`src/rtl/dma_arb_pkg.sv`:
```
package dma_arb_pkg;

    typedef enum logic [1:0] {
        SRC_NONE = 2'd0,
        SRC_HOST = 2'd1,
        SRC_UPPER = 2'd2,
        SRC_LOWER = 2'd3
    } owner_e;

endpackage

```
`src/rtl/dma_rr_pick.sv`:
```
module dma_rr_pick #(
    parameter int N = 6,
    localparam int PW = (N > 1) ? $clog2(N) : 1
) (
    input  logic          clk_i,
    input  logic          rst_ni,
    input  logic [N-1:0]  elig_i,
    input  logic [PW-1:0] ptr_i,
    output logic          found_o,
    output logic [PW-1:0] sel_o
);

    // Scan from the pointer upwards with wrap; the nearest hit wins,
    // so the loop runs from the farthest offset down to offset zero.
    always_comb begin
        found_o = 1'b0;
        sel_o   = '0;
        for (int k = N - 1; k >= 0; k--) begin
            int pos;
            pos = int'(ptr_i) + k;
            if (pos >= N) pos = pos - N;
            if (elig_i[pos]) begin
                found_o = 1'b1;
                sel_o   = PW'(pos);
            end
        end
    end

    // the chosen channel is eligible
    a_r5_pick_eligible: assert property (@(posedge clk_i) disable iff (!rst_ni)
        found_o |-> elig_i[sel_o]);

    // nothing is found when no channel is eligible
    a_r2_none_found: assert property (@(posedge clk_i) disable iff (!rst_ni)
        (elig_i == '0) |-> !found_o);

endmodule

```
`src/rtl/dma_two_tier_arb.sv`:
```
module dma_two_tier_arb
    import dma_arb_pkg::*;
#(
    parameter int N = 6,
    localparam int PW = (N > 1) ? $clog2(N) : 1
) (
    input  logic          clk_i,
    input  logic          rst_ni,
    input  logic [N-1:0]  ch_req_i,
    input  logic [N-1:0]  ch_en_i,
    input  logic [N-1:0]  ch_hi_i,
    input  logic          host_req_i,
    input  logic          elem_done_i,
    output logic [N-1:0]  ch_gnt_o,
    output logic [PW-1:0] ch_idx_o,
    output logic          host_gnt_o,
    output logic          cpu_gnt_o
);

    localparam int NGRP = 2;

    typedef struct packed {
        logic          busy;
        owner_e        owner;
        logic [N-1:0]  gnt;
        logic [PW-1:0] idx;
        logic [PW-1:0] ptr_up;
        logic [PW-1:0] ptr_lo;
    } arb_state_t;

    arb_state_t s_d, s_q;

    logic [N-1:0]  grp_elig  [NGRP];
    logic [PW-1:0] grp_ptr   [NGRP];
    logic          grp_found [NGRP];
    logic [PW-1:0] grp_sel   [NGRP];

    function automatic logic [PW-1:0] step_ptr(input logic [PW-1:0] v);
        return (int'(v) == N - 1) ? '0 : v + 1'b1;
    endfunction

    always_comb begin
        grp_elig[0] = ch_req_i & ch_en_i & ch_hi_i;
        grp_elig[1] = ch_req_i & ch_en_i & ~ch_hi_i;
        grp_ptr[0]  = s_q.ptr_up;
        grp_ptr[1]  = s_q.ptr_lo;
    end

    for (genvar g = 0; g < NGRP; g++) begin : g_grp
        dma_rr_pick #(.N(N)) u_pick (
            .clk_i   (clk_i),
            .rst_ni  (rst_ni),
            .elig_i  (grp_elig[g]),
            .ptr_i   (grp_ptr[g]),
            .found_o (grp_found[g]),
            .sel_o   (grp_sel[g])
        );
    end

    always_comb begin
        s_d = s_q;
        if (s_q.busy) begin
            if (elem_done_i) begin
                s_d.busy  = 1'b0;
                s_d.owner = SRC_NONE;
                s_d.gnt   = '0;
                s_d.idx   = '0;
            end
        end else if (host_req_i) begin
            s_d.busy  = 1'b1;
            s_d.owner = SRC_HOST;
        end else if (grp_found[0]) begin
            s_d.busy   = 1'b1;
            s_d.owner  = SRC_UPPER;
            s_d.gnt    = N'(1) << grp_sel[0];
            s_d.idx    = grp_sel[0];
            s_d.ptr_up = step_ptr(grp_sel[0]);
        end else if (grp_found[1]) begin
            s_d.busy   = 1'b1;
            s_d.owner  = SRC_LOWER;
            s_d.gnt    = N'(1) << grp_sel[1];
            s_d.idx    = grp_sel[1];
            s_d.ptr_lo = step_ptr(grp_sel[1]);
        end
    end

    always_ff @(posedge clk_i or negedge rst_ni) begin
        if (!rst_ni) begin
            s_q <= '{busy: 1'b0, owner: SRC_NONE, gnt: '0, idx: '0,
                     ptr_up: '0, ptr_lo: '0};
        end else begin
            s_q <= s_d;
        end
    end

    assign ch_gnt_o   = s_q.gnt;
    assign ch_idx_o   = s_q.idx;
    assign host_gnt_o = (s_q.owner == SRC_HOST);
    assign cpu_gnt_o  = !s_q.busy;

    // at most one owner on the bus
    a_r11_single_owner: assert property (@(posedge clk_i) disable iff (!rst_ni)
        $onehot0({host_gnt_o, ch_gnt_o}));

    // grant frozen until the done strobe
    a_r7_hold: assert property (@(posedge clk_i) disable iff (!rst_ni)
        (!cpu_gnt_o && !elem_done_i) |=>
            ($stable(ch_gnt_o) && $stable(host_gnt_o) && $stable(ch_idx_o)));

    // release on the edge that samples done
    a_r8_release: assert property (@(posedge clk_i) disable iff (!rst_ni)
        (!cpu_gnt_o && elem_done_i) |=> (cpu_gnt_o && ch_gnt_o == '0));

    // a fresh grant only goes to a channel that was enabled
    a_r3_enabled_only: assert property (@(posedge clk_i) disable iff (!rst_ni)
        cpu_gnt_o |=> ((ch_gnt_o & ~$past(ch_en_i)) == '0));

    // lower group waits while an upper channel is ready
    a_r4_upper_first: assert property (@(posedge clk_i) disable iff (!rst_ni)
        (cpu_gnt_o && !host_req_i && (ch_req_i & ch_en_i & ch_hi_i) != '0) |=>
            ((ch_gnt_o & ~$past(ch_hi_i)) == '0 && ch_gnt_o != '0));

    // host wins a decision
    a_r9_host_first: assert property (@(posedge clk_i) disable iff (!rst_ni)
        (cpu_gnt_o && host_req_i) |=> (host_gnt_o && ch_gnt_o == '0));

    // an upper grant leaves the lower pointer alone
    a_r6_split_ptr: assert property (@(posedge clk_i) disable iff (!rst_ni)
        (s_q.owner == SRC_UPPER && $past(s_q.owner) == SRC_NONE) |-> $stable(s_q.ptr_lo));

    // processor owns the bus exactly when nothing is granted
    a_r10_cpu_idle: assert property (@(posedge clk_i) disable iff (!rst_ni)
        cpu_gnt_o == (ch_gnt_o == '0 && !host_gnt_o));

endmodule

```
`config.mk`:
```
export PLATFORM = sky130hd
export DESIGN_NAME = dma_two_tier_arb
export DESIGN_NICKNAME = d
export VERILOG_FILES = /design/src/rtl/dma_arb_pkg.sv /design/src/rtl/dma_rr_pick.sv /design/src/rtl/dma_two_tier_arb.sv
export SDC_FILE = /design/constraint.sdc
export NUM_CORES = 1
export LEC_CHECK = 0
export ABC_AREA = 0
export CORE_MARGIN = 5
export CORE_UTILIZATION = 55
export CTS_BUF_LIST = sky130_fd_sc_hd__clkbuf_16
export DETAILED_ROUTE_END_ITERATION = 8
export GPL_ROUTABILITY_DRIVEN = 0
export PLACE_DENSITY_LB_ADDON = 0.3
export SLEW_MARGIN = 20
export SYNTH_ARGS = -nofsm -noshare
export SYNTH_HDL_FRONTEND = slang
export SYNTH_SLANG_ARGS = --single-unit
```
`constraint.sdc`:
```
create_clock -name clk_i -period 10.19 [get_ports clk_i]
set_clock_uncertainty 0.1 [all_clocks]
set_input_delay 2.038 -clock clk_i [delete_from_list [all_inputs] [get_ports clk_i]]
set_output_delay 2.038 -clock clk_i [all_outputs]
set_load 0.005 [all_outputs]
```
* After elaboration in Yosys (flattened, before gate mapping) *
Cells that the tools add are included.

word-level totals
  output and inout port bits = 11
  bits in registers = 18
  logic and storage cells = 158
  input bits = 22

operators by class
  eq/ne operators = 5
  $lt $le $gt $ge = 24
  reduce and logical (&&, ||, !) cells = 7
  bitwise logic cells = 7
  shift operators = 2
  add/subtract/negate cells = 24
  muxes and demuxes = 83

operators with widths
  operator                 count
  $lt A32 B5 Y1 const B    12
  $mux W32                 12
  $ge A32 B4 Y1 const B    10
  $sub A32 B4 Y32 const B  10
  $mux W3                  18
  $mux W12                 4
  $bmux W1 S3              12
  $mux W1                  36
  $and A6 B6 Y6            3
  $add A3 B2 Y4 const B    4
  $add A3 B3 Y4 const B    4
  $mux W15                 1
  $shl A1 B3 Y6 const A    2
  $add A3 B1 Y4 const B    2
  $sub A3 B3 Y4 const B    2
  $add A3 B1 Y3 const B    2
  $eq A3 B3 Y1 const B     2
  $ge A3 B3 Y1 const B     2
  $not A6 Y6               1
  $reduce_and A3 Y1        2
  $reduce_and A4 Y1        1
  $reduce_bool A4 Y1       1
  $not A1 Y1               3
  $reduce_bool A3 Y1       1
  5 further kinds          5

* Logic depth before layout (Yosys ltp) *
  word-level depth = 18
  gate-level depth with buffers = 18
  depth with buffers taken out = 17

* By module *
From an unflattened synthesis, not the netlist that was laid out.

unflattened totals
  cell total of the unflattened synthesis = 405
  area total of the unflattened synthesis = 3189.3 um^2

modules (own cells, without submodules)
  module            sequential area each (um^2)  area each (um^2)  times used  cells an instance
  dma_rr_pick       0.0                          1024.7            2           140
  dma_two_tier_arb  450.4                        1139.8            1           125

* Worst setup path after synthesis *
OpenSTA, ideal clock, no wires.

  path type = in2reg
  from = input ch_hi_i[3]
  to = register s_q, in the netlist grp_ptr[5]
  setup time = 0.064 ns
  required time = 10.026 ns
  path buffers = 0
  arrival time = 4.152 ns
  path slack = 5.874 ns
  stages on the path = 11
  cell sequence = nand3_1 mux2_2 or3b_2 nand3_1 a21oi_1 o211ai_1 a21boi_2 nor2b_1 ha_1 a211oi_1 a21o_1

between the ends
  word-level cells in the longest chain between the ends = 12
  elaborated cells between the ends (all ways) = 35
  classes of those cells = add/sub: 1; eq/ne: 1; mux: 31; bitwise: 1; reduce/logical: 1

RTL lines
  item                                                  line                    source
  from (decl)                                           dma_two_tier_arb.sv:11  input logic [N-1:0] ch_hi_i,
  $and A6 B6 Y6 *                                       dma_two_tier_arb.sv:43  grp_elig[0] = ch_req_i & ch_en_i & ch_hi_i;
  $bmux W1 S3                                           dma_rr_pick.sv:22       if (elig_i[pos]) begin
  $mux W1 (not written as such) (2 in series)           dma_rr_pick.sv:22
  $mux W3 (6 in series)                                 dma_rr_pick.sv:22
  $add A3 B1 Y3 / $eq A3 B3 Y1 (equally long branches)  dma_two_tier_arb.sv:39  return (int'(v) == N - 1) ? '0 : v + 1'b1;
  $mux W3                                               dma_two_tier_arb.sv:39
  to (signal assigned)                                  dma_two_tier_arb.sv:89  s_q <= '{busy: 1'b0, owner: SRC_NONE, gnt: '0, idx: '0,
  to (decl)                                             dma_two_tier_arb.sv:31  arb_state_t s_d, s_q;

Mark *: on every way between the ends. The rest lies on a longest branch, timed or not. The select of a mux whose other input is x is not followed.
A chain may end at the register's enable or synchronous reset.

* Worst setup path after layout *
  from = input ch_en_i[2]
  to = register s_q, in the netlist ch_gnt_o[0]

between the ends
  word-level cells in the longest chain between the ends = 16
  elaborated cells between the ends (all ways) = 71
  classes of those cells = shift: 2; mux: 64; bitwise: 3; reduce/logical: 2

RTL lines
  item                                         line                                            source
  from (decl)                                  dma_two_tier_arb.sv:10                          input logic [N-1:0] ch_en_i,
  $and A6 B6 Y6 *                              dma_two_tier_arb.sv:43, dma_two_tier_arb.sv:44
  $and A6 B6 Y6                                dma_two_tier_arb.sv:44                          grp_elig[1] = ch_req_i & ch_en_i & ~ch_hi_i;
  $bmux W1 S3                                  dma_rr_pick.sv:22
  $mux W1 (not written as such) (2 in series)  dma_rr_pick.sv:22
  $mux W3 (6 in series)                        dma_rr_pick.sv:22
  $shl A1 B3 Y6                                dma_two_tier_arb.sv:81                          s_d.gnt = N'(1) << grp_sel[1];
  $mux W12                                     dma_two_tier_arb.sv:78                          end else if (grp_found[1]) begin
  $mux W12                                     dma_two_tier_arb.sv:72                          end else if (grp_found[0]) begin
  $mux W15                                     dma_two_tier_arb.sv:69                          end else if (host_req_i) begin
  $mux W12                                     dma_two_tier_arb.sv:62                          if (s_q.busy) begin

Marks and branches as above.

==> run summary <==
Total GRT Usage: 0.209
RSZ-0062 raised after global routing: no
Met1 GRT Util: 0.293
Routed via count: 3134
Hold depth: 2
Post-Syn Area: 0.00320 mm2
Max cap viols: 0
Routed WL per cell: 16.8 um
Post-synth EDFFs: 0
Initial Utilization: 0.575
Min Hold Slack: 416 ps
Vias in the first global route: 2873
Placed standard-cell area: 0.00344 mm2
Die Footprint: 0.00745 mm2
Post-DP HPWL: 6070 um
Hold Crit Class: flip-flop to flip-flop
Routed Antenna Nets: 0
Adder-Cell Fraction of Synth Area: 0.105
FP Rows: 27
Max Root-Sink Buffers: 2
First-pass GRT wire length: 13200 um
Setup-failing EPs final: 0
I/O pin count: 33
Crit Path Class: input port to flip-flop
Share of layout cells above drive strength 1: 0.126
Max Slew Vio Count: 0
Post_cts resized: 0
Hold EP: ch_idx_o[1]$_DFFE_PN0P_
Pin count of the biggest net entering global routing: 26
Die Span X: 86.3 um
Ant. Diodes: 0
DR vias/cell: 6.58
Asr flop ratio synth: 1.00
CTS H-tree depth: 1
CTS tree: built
TritonCTS Buffers: 3
Final hold vios: 0
Total Wirelength: 7980 um
Clk sinks: 18
Reg-to-Reg End: ch_idx_o[0]$_DFFE_PN0P_
Postcts setup bufs: 0
Largest family of logic cells by synthesized area: compound AO/OA/AOI/OAI gates
Final net count: 454
Layout fillers: 487
Clk Latency, worst-skew pair: 250 ps
DRT iter0 DRCs: 240
Xor and xnor fraction of the mapped netlist area: 0.0375
P&R area growth vs syn: 9.88%
Gr ovfl total: 0
Synth Area in Compound Gates: 0.303
Critical path capture point type: flip-flop
Fin crit period: 5060 ps
Met2 usage: 0.352
GR Util met3: 0.0171
Synth Area in Simple Gates: 0.266
Final non-filler cell area: 0.00352 mm2
Port buffer count: 32
Die Ht: 86.3 um
Most used DFF post-synth: dfrtp_1
Clock Pin Slew Worst Setup and Hold Paths: 50 ps
Req. time, crit path: 10230 ps
Worst r2r path cells: 11
Min-Delay Startpoint: ch_idx_o[1]$_DFFE_PN0P_
Flops & latches, synth: 18
Root buf cell: clkbuf_16
YS warnings: 0
Layer carrying the most global-route usage: met2
Sequential area share after synthesis: 0.141
Least-Margin Pin Slew: 840 ps
Slew HR: 0.440
Worst EP arrival: 5100 ps
Final design utilization: 0.631
Final TNS setup: 0 ps
Reg2Reg Launch Point: grp_ptr[0]$_DFFE_PN0P_
Total core area: 0.00557 mm2
Post-synth cell types: 84
Initial antenna violation count: 0
Multiplexer share of the synthesized area: 0.0691
FMAX: 198 MHz
Syn Area/Cell: 8.17 um2
First drt pass iteration count: 5
DRC violations left: 0
Fin crit share: 0.497
Reg-to-reg slack, setup: 5600 ps
Syn Nets: 441
Status: finished clean
Hold_buf cts: 0
Critical path launch point type: input port
Syn Inst Count: 392
CP max FO: 12
==> through the flow <==
step | worst slack, ps | cells
global route | 4860 | 476
CTS | 5180 | 476
finish | 5130 | 476
detailed placement | 4930 | 472
global placement | 5020 | 472
floorplan | 5870 | 392
==> kinds of logic after synthesis <==
group	Yosys count
and+or+nand+nor	145
DFF	18
adders and majority gates	27
AOI/OAI and AO/OA	129
buffers and inverters	44
xor gates and xnor gates	9
muxes	20
==> per-layer routing <==
layer / wire length (um) / vias to the layer above
li1: - / 1514
met1: 3750 / 1485
met5: 0 / -
met3: 441 / 15
met2: 3680 / 120
met4: 108 / 0
==> worst max-delay path by stage <==
stage | to | cells past startpoint | from | slack [ps]
finish | ch_gnt_o[0]$_DFFE_PN0P_ | 10 | ch_en_i[2] | 5130
global route | grp_ptr[5]$_DFFE_PN0P_ | 12 | ch_en_i[2] | 4860
CTS | grp_ptr[5]$_DFFE_PN0P_ | 12 | ch_req_i[2] | 5180
detailed placement | grp_ptr[5]$_DFFE_PN0P_ | 12 | ch_req_i[2] | 4930
global placement | grp_ptr[5]$_DFFE_PN0P_ | 11 | ch_req_i[2] | 5020
floorplan | grp_ptr[5]$_DFFE_PN0P_ | 11 | ch_hi_i[3] | 5870
==> synthesized netlist by cell type, types with 8 or more instances <==
master,instances,area [um2]
a211oi_1,9,67.6
a21oi_1,20,100
buf_4,11,82.6
dfrtp_1,18,450
ha_1,27,338
inv_1,16,60.1
mux2i_1,12,120
nand2_1,25,93.8
nand3_1,18,90.1
nand4b_1,8,70.1
nor2_1,19,71.3
nor3_1,10,50.1
o21ai_0,14,70.1
==> final cells by class <==
| cell class | count | area, um2 | share of cell area |
|---|---|---|---|
| clock inverters | 1 | 3.75 | 0.00107 |
| flip-flops and latches | 18 | 450 | 0.128 |
| clock buffers | 3 | 75.1 | 0.0213 |
| multi-input cells | 330 | 2500 | 0.711 |
| inverters | 20 | 77.6 | 0.0220 |
| repair buffers | 32 | 320 | 0.0910 |
| well taps | 72 | 90.1 | 0.0256 |
==> layout by cell type, fill, tap and decap left out, types with 8 or more instances in the layout <==
cell type / instances
nor2_1: 19
clkdlybuf4s50_1: 32
ha_1: 27
nand3_1: 18
nand2_1: 25
o21ai_0: 14
mux2i_1: 12
nor3_1: 10
dfrtp_1: 18
inv_1: 16
nand4b_1: 8
a211oi_1: 9
a21oi_1: 20
==> registers in the layout (all words and copies together), names as in the netlist <==
signal and flops:
grp_ptr 6, s_q 3, ch_idx_o 3, ch_gnt_o 6
==> critical path: stages <==
cell and delay [ps]:
clkdlybuf4s50_1 550, nand3_1 160, mux2_2 320, or3b_2 450, nand3_1 210, nor2_1 100, nand4_1 450, nand2_1 320
or3_1 410, o311ai_1 90
Power is not shown: default switching activity piles up to over one toggle a cycle in this logic, so the estimate is an artifact.
